### src/rtl/wac_pkg.sv
// Shared types and bit positions for the wake-request access handshake.
// Assumes a single 32-bit control register at the block edge.
package wac_pkg;
    localparam int READY_BIT = 0;
    localparam int INIT_BIT  = 2;
    localparam int ACC_BIT   = 3;
    localparam int GTS_BIT   = 4;
    localparam int TYPE_LSB  = 24;
    localparam int RFK_BIT   = 27;

    typedef enum logic [2:0] {
        PS_OFF    = 3'd0,
        PS_WAKING = 3'd1,
        PS_READY  = 3'd2,
        PS_DOZE   = 3'd3,
        PS_ASLEEP = 3'd4
    } pwr_state_t;

    typedef enum logic [2:0] {
        TYPE_NONE  = 3'b000,
        TYPE_MAC   = 3'b001,
        TYPE_RADIO = 3'b010,
        TYPE_ERROR = 3'b011
    } ps_type_t;
endpackage

### src/rtl/wac_host_bits.sv
// Host-writable control bits: init-done and access-request.
// Assumes every other bit of a write is read-only and dropped here.
module wac_host_bits
    import wac_pkg::*;
#(
    parameter int DW = 32
) (
    input  logic          clk,
    input  logic          rst_n,
    input  logic          wr_en,
    input  logic [DW-1:0] wr_data,
    output logic          init_q,
    output logic          acc_q
);
    // Capture the two writable bits on a write strobe.
    always_ff @(posedge clk) begin
        if (!rst_n) begin
            init_q <= 1'b0;
            acc_q  <= 1'b0;
        end else if (wr_en) begin
            init_q <= wr_data[INIT_BIT];
            acc_q  <= wr_data[ACC_BIT];
        end
    end
endmodule

### src/rtl/wac_power_seq.sv
// Power sequencer: wake latency count, going-to-sleep window, sleep state
// and sticky acknowledge-loss error. Assumes WAKE_LAT and SLEEP_DLY >= 1.
module wac_power_seq
    import wac_pkg::*;
#(
    parameter int WAKE_LAT  = 8,
    parameter int SLEEP_DLY = 4
) (
    input  logic clk,
    input  logic rst_n,
    input  logic init_q,
    input  logic acc_q,
    input  logic sleep_req_i,
    input  logic pwr_ack_i,
    output logic pwr_en_o,
    output logic ready_o,
    output logic gts_o,
    output logic asleep_o,
    output logic err_o
);
    localparam int MAXC = (WAKE_LAT > SLEEP_DLY) ? WAKE_LAT : SLEEP_DLY;
    localparam int CW   = $clog2(MAXC + 1);
    localparam logic [CW-1:0] WL_LAST = CW'(WAKE_LAT - 1);
    localparam logic [CW-1:0] SD_LAST = CW'(SLEEP_DLY - 1);
    localparam logic [CW-1:0] ONE     = CW'(1);

    pwr_state_t    st_q, st_n;
    logic [CW-1:0] cnt_q, cnt_n;
    logic          err_q, err_n;
    logic          hold_asleep;

    // Domain stays powered off while asleep and nothing asks it to wake.
    always_comb begin
        hold_asleep = (st_q == PS_ASLEEP) && sleep_req_i && !acc_q;
        pwr_en_o    = init_q && !hold_asleep;
        ready_o     = init_q && ((st_q == PS_READY) || (st_q == PS_DOZE));
        gts_o       = init_q && (st_q == PS_DOZE) && sleep_req_i && !acc_q;
        asleep_o    = init_q && (st_q == PS_ASLEEP);
        err_o       = err_q;
    end

    // Next-state, counter and error flag.
    always_comb begin
        st_n  = st_q;
        cnt_n = cnt_q;
        err_n = err_q;
        if (!init_q) begin
            st_n  = PS_OFF;
            cnt_n = '0;
            err_n = 1'b0;
        end else begin
            case (st_q)
                PS_OFF, PS_ASLEEP: begin
                    if (pwr_en_o && pwr_ack_i) begin
                        if (WL_LAST == '0) begin
                            st_n  = PS_READY;
                            cnt_n = '0;
                        end else begin
                            st_n  = PS_WAKING;
                            cnt_n = ONE;
                        end
                    end else begin
                        cnt_n = '0;
                    end
                end
                PS_WAKING: begin
                    if (!pwr_ack_i) begin
                        st_n  = PS_OFF;
                        cnt_n = '0;
                    end else if (cnt_q == WL_LAST) begin
                        st_n  = PS_READY;
                        cnt_n = '0;
                    end else begin
                        cnt_n = cnt_q + ONE;
                    end
                end
                PS_READY: begin
                    if (!pwr_ack_i) begin
                        st_n  = PS_OFF;
                        err_n = 1'b1;
                    end else if (sleep_req_i && !acc_q) begin
                        st_n  = PS_DOZE;
                        cnt_n = '0;
                    end
                end
                PS_DOZE: begin
                    if (!pwr_ack_i) begin
                        st_n  = PS_OFF;
                        cnt_n = '0;
                        err_n = 1'b1;
                    end else if (!sleep_req_i || acc_q) begin
                        st_n  = PS_READY;
                        cnt_n = '0;
                    end else if (cnt_q == SD_LAST) begin
                        st_n  = PS_ASLEEP;
                        cnt_n = '0;
                    end else begin
                        cnt_n = cnt_q + ONE;
                    end
                end
                default: begin
                    st_n  = PS_OFF;
                    cnt_n = '0;
                end
            endcase
        end
    end

    // State registers.
    always_ff @(posedge clk) begin
        if (!rst_n) begin
            st_q  <= PS_OFF;
            cnt_q <= '0;
            err_q <= 1'b0;
        end else begin
            st_q  <= st_n;
            cnt_q <= cnt_n;
            err_q <= err_n;
        end
    end
endmodule

### src/rtl/wac_status_pack.sv
// Assembles the register read value and the access grant.
// Assumes inputs are already qualified by init-done where needed.
module wac_status_pack
    import wac_pkg::*;
#(
    parameter int DW = 32
) (
    input  logic          init_q,
    input  logic          acc_q,
    input  logic          ready,
    input  logic          gts,
    input  logic          asleep,
    input  logic          err,
    input  logic          rfkill_i,
    output logic [DW-1:0] rd_data,
    output logic          grant
);
    ps_type_t ptype;

    // Power-save type by priority: error, sleep, radio kill, none.
    always_comb begin
        if (err)           ptype = TYPE_ERROR;
        else if (asleep)   ptype = TYPE_MAC;
        else if (rfkill_i) ptype = TYPE_RADIO;
        else               ptype = TYPE_NONE;
    end

    // Pack fields into their bit positions; unused bits read 0.
    always_comb begin
        rd_data                     = '0;
        rd_data[READY_BIT]          = ready;
        rd_data[INIT_BIT]           = init_q;
        rd_data[ACC_BIT]            = acc_q;
        rd_data[GTS_BIT]            = gts;
        rd_data[TYPE_LSB+2:TYPE_LSB] = ptype;
        rd_data[RFK_BIT]            = rfkill_i;
        grant                       = ready && !gts;
    end
endmodule

### src/rtl/wake_access_ctrl.sv
// Top of the host wake-request access handshake. Connects the host bits,
// the power sequencer and the read packer. Assumes one register, no address.
module wake_access_ctrl #(
    parameter int WAKE_LAT  = 8,
    parameter int SLEEP_DLY = 4
) (
    input  logic        clk,
    input  logic        rst_n,
    input  logic        reg_wr_en,
    input  logic [31:0] reg_wr_data,
    output logic [31:0] reg_rd_data,
    input  logic        sleep_req_i,
    input  logic        pwr_ack_i,
    input  logic        rfkill_i,
    output logic        dom_pwr_en_o,
    output logic        access_grant_o
);
    localparam int DW = 32;

    logic init_q, acc_q, ready, gts, asleep, err;

    wac_host_bits #(.DW(DW)) u_host (
        .clk     (clk),
        .rst_n   (rst_n),
        .wr_en   (reg_wr_en),
        .wr_data (reg_wr_data),
        .init_q  (init_q),
        .acc_q   (acc_q)
    );

    wac_power_seq #(.WAKE_LAT(WAKE_LAT), .SLEEP_DLY(SLEEP_DLY)) u_seq (
        .clk         (clk),
        .rst_n       (rst_n),
        .init_q      (init_q),
        .acc_q       (acc_q),
        .sleep_req_i (sleep_req_i),
        .pwr_ack_i   (pwr_ack_i),
        .pwr_en_o    (dom_pwr_en_o),
        .ready_o     (ready),
        .gts_o       (gts),
        .asleep_o    (asleep),
        .err_o       (err)
    );

    wac_status_pack #(.DW(DW)) u_pack (
        .init_q   (init_q),
        .acc_q    (acc_q),
        .ready    (ready),
        .gts      (gts),
        .asleep   (asleep),
        .err      (err),
        .rfkill_i (rfkill_i),
        .rd_data  (reg_rd_data),
        .grant    (access_grant_o)
    );
endmodule

### config.mk
export PLATFORM = sky130hd
export DESIGN_NAME = wake_access_ctrl
export DESIGN_NICKNAME = d
export VERILOG_FILES = /design/src/rtl/wac_pkg.sv /design/src/rtl/wac_host_bits.sv /design/src/rtl/wac_power_seq.sv /design/src/rtl/wac_status_pack.sv /design/src/rtl/wake_access_ctrl.sv
export SDC_FILE = /design/constraint.sdc
export NUM_CORES = 1
export LEC_CHECK = 0
export CAP_MARGIN = 40
export CORE_MARGIN = 2
export CORE_UTILIZATION = 29
export CTS_CLUSTER_SIZE = 8
export DETAILED_ROUTE_END_ITERATION = 6
export GPL_TIMING_DRIVEN = 0
export PLACE_DENSITY = 0.81
export SYNTH_ARGS = -nofsm -noshare
export SYNTH_HDL_FRONTEND = slang
export SYNTH_HIERARCHICAL = 1
export SYNTH_SLANG_ARGS = --single-unit
### constraint.sdc
create_clock -name clk -period 1.2 [get_ports clk]
set_input_delay 0.12 -clock clk [delete_from_list [all_inputs] [get_ports clk]]
set_output_delay 0.12 -clock clk [all_outputs]
set_load 0.05 [all_outputs]
==> summary.txt <==
post-route core utilization -> 53.17%
Lkg Pwr -> 0.7200 nW
via count -> 972
R2R setup slack -> -250 ps
CP Max Fanout -> 6
Hold Path Cell Cnt -> 3
number of synthesized register bits -> 10
clock skew -> 3.866 ps
Clock Tree Root -> clkbuf_4
Global Route Usage Sum -> 14.69%
largest cells by area after synthesis -> buf_4, dfxtp_1, nor2_1, nand3_1, mux2i_1
layout cells sized above 1 -> 58.62%
CTS Buffer Depth -> 2
clock latency on the worst-skew pair -> 270 ps
initial antenna violation count -> 0
Post-DRT Antenna Nets -> 0
Ys Warns -> 6
area grow syn2layout -> 77.72%
WHS -> 444.9 ps
post-layout instance area -> 0.001597 mm²
Min-Delay Path Class -> in -> reg
gr ovfl total -> 0
Max Transition Viols Final -> 0
post-DR vias/cell -> 4.696
Routability Congestion -> 0.9088
final worst-path cycle share -> 125.6%
critical path startpoint category -> flip-flop
Die Span Y -> 59.66 µm
initial core utilization -> 29.92%
Yosys top cell area share -> 26.74%
Critical R2R Capture -> u_seq/st_q[1]
pre-CTS WS -> -1113 ps
detailed placement HPWL -> 1431 µm
vias in the first global route -> 824
clock sinks -> 10
CTS tree -> done
DP Cell Count -> 185
Power Density -> 600.5 mW/mm²
hold_sp -> pwr_ack_i
setup TNS -> -2302 ps
WS Path Type -> reg -> out
Chip Width -> 59.66 µm
unrepaired setup endpoints after global routing -> yes
Hold EP -> u_seq/st_q[0]
Reg area -> 226.5 µm²
Multi-input gate area -> 710.7 µm²
Cell Count, Final, Fillers Out -> 207
Fin. Hold Viols -> 0
Setup Viol. Count Final -> 13
MaxCap Viol Count -> 0
Port Buffers -> 16
maximum VDD drop -> 0.3800 mV
die area -> 0.003559 mm²
Worst setup EP type -> output pin
floorplan row count -> 20
TritonCTS Buffers -> 3
diodes inserted -> 0
Distinct cells, synth -> 34
largest net degree at the start of global routing -> 11
I/O pin cnt -> 72
fin crit period -> 1507 ps
Synth area leader -> buf_4
total power -> 0.9588 mW
commonest non-fill, non-tap cells in the layout -> buf_4, conb_1, nor2_1
CP Data Arrival Time -> 1390 ps
drt wl/cell -> 12.98 µm
First-pass DRT Iterations -> 4
violations in the final reports -> negative setup slack
Post-Syn Area -> 898.4 µm²
Max Freq -> 663.5 MHz
commonest non-fill, non-tap cell in the layout -> buf_4
Post-route DRC -> 0
crit path setup slack, layout -> -307.3 ps
H-tree depth -> 1
outcome -> finished, violations left
DR iter-0 viols -> 33
Worst-path clk slew -> 70 ps
origin of the critical flop-to-flop path -> u_seq/st_q[0]
fill count -> 247
nets -> 215
synthesized instance count -> 112
placed cell area -> 0.001231 mm²
Register-to-Register Path Depth -> 5
worst path required time -> 1080 ps
first-pass GRT wire length -> 3850 µm
Seq/Total Area, Yosys -> 22.28%
drt total wl -> 2686 µm
Core ar. -> 0.003003 mm²
Avg Cell Area, Syn -> 8.021 µm²
metal layers:
metal	global-route usage [%]	wire, µm
met2	26.71	1504
met3	1.948	166
met4	9.524	102
met5	0	0
met1	15.63	913
logic make-up (layout without fill, tap and decap cells):
| kind of cell | Yosys count | in the layout | synth area share [%] |
|---|---|---|---|
| AOI/OAI and AO/OA | 18 | 18 | 15.32 |
| xor gates and xnor gates | 1 | 1 | 0.9751 |
| adders and majority gates | 1 | 1 | 1.393 |
| buffers and inverters | 36 | 74 | 28.41 |
| DFF | 10 | 10 | 22.28 |
| muxes | 4 | 4 | 4.596 |
| other | 1 | 25 | 0.4174 |
| and+or+nand+nor | 41 | 41 | 26.60 |
state kept, by name, summed over array words and instances, names as in the netlist:
signal         count
u_seq/err_o        1
u_host/init_q      1
u_seq/st_q         3
u_seq/cnt_q        4
u_host/acc_q       1
power breakdown:
part           leakage [nW]  total, mW  switching (mW)  internal (mW)
sequential           0.0863      0.333         0.00963          0.324
combinational         0.620      0.387           0.262          0.126
clock                0.0138      0.238           0.122          0.116
total                 0.720      0.959           0.393          0.566
what timing repair did:
action                     CTS  global route
buffers inserted            10            11
setup endpoints to repair   16            14
hold buffers                 0             0
pin swaps                   10             9
gates cloned                 0             0
gates resized for setup    102            10
critical path, stage by stage, from the launching register on:
cell     delay [ps]
dfxtp_4         410
nor2_4           50
and3_4          150
buf_6           110
or2_4           240
buf_8           150
cells in the mapped netlist (all sizes together):
master / number
xor2: 1
a31oi: 2
and3b: 2
nand2b: 2
nand4: 2
nor3: 3
nand4bb: 1
inv: 4
o22ai: 2
mux2i: 3
nand3: 7
o21ai: 3
a32oi: 1
nor2: 11
dfxtp: 10
nand2: 4
a211oi: 1
a21oi: 3
ha: 1
conb: 1
nand4b: 1
buf: 32
a22oi: 2
and3: 2
nor2b: 4
o31ai: 1
nand3b: 1
a2111oi: 1
a21o: 2
mux2: 1
or2: 1
how the worst max path moves through the flow:
stage | startpoint | to | slack, ps | cells past startpoint
2_1_floorplan | u_seq/st_q[2] | u_seq/st_q[1] | -100 | 4
4_1_cts | u_seq/st_q[0] | reg_rd_data[25] | -310 | 6
6_report | u_seq/st_q[1] | reg_rd_data[24] | -310 | 5
3_3_place_gp | sleep_req_i | reg_rd_data[4] | -1080 | 6
5_1_grt | u_host/acc_q | reg_rd_data[4] | -330 | 5
3_5_place_dp | sleep_req_i | reg_rd_data[4] | -1110 | 6
layout make-up:
type                       instances  share of cell area, %
buffer                            30                  14.34
clock buffer                       3                  1.411
inverter                           4                 0.9404
multi-input combinational         90                  44.51
sequential                        10                  14.18
tap                               33                  2.586
timing repair buffer              37                  22.02
Note: power is estimated with default switching activity, not from simulation.
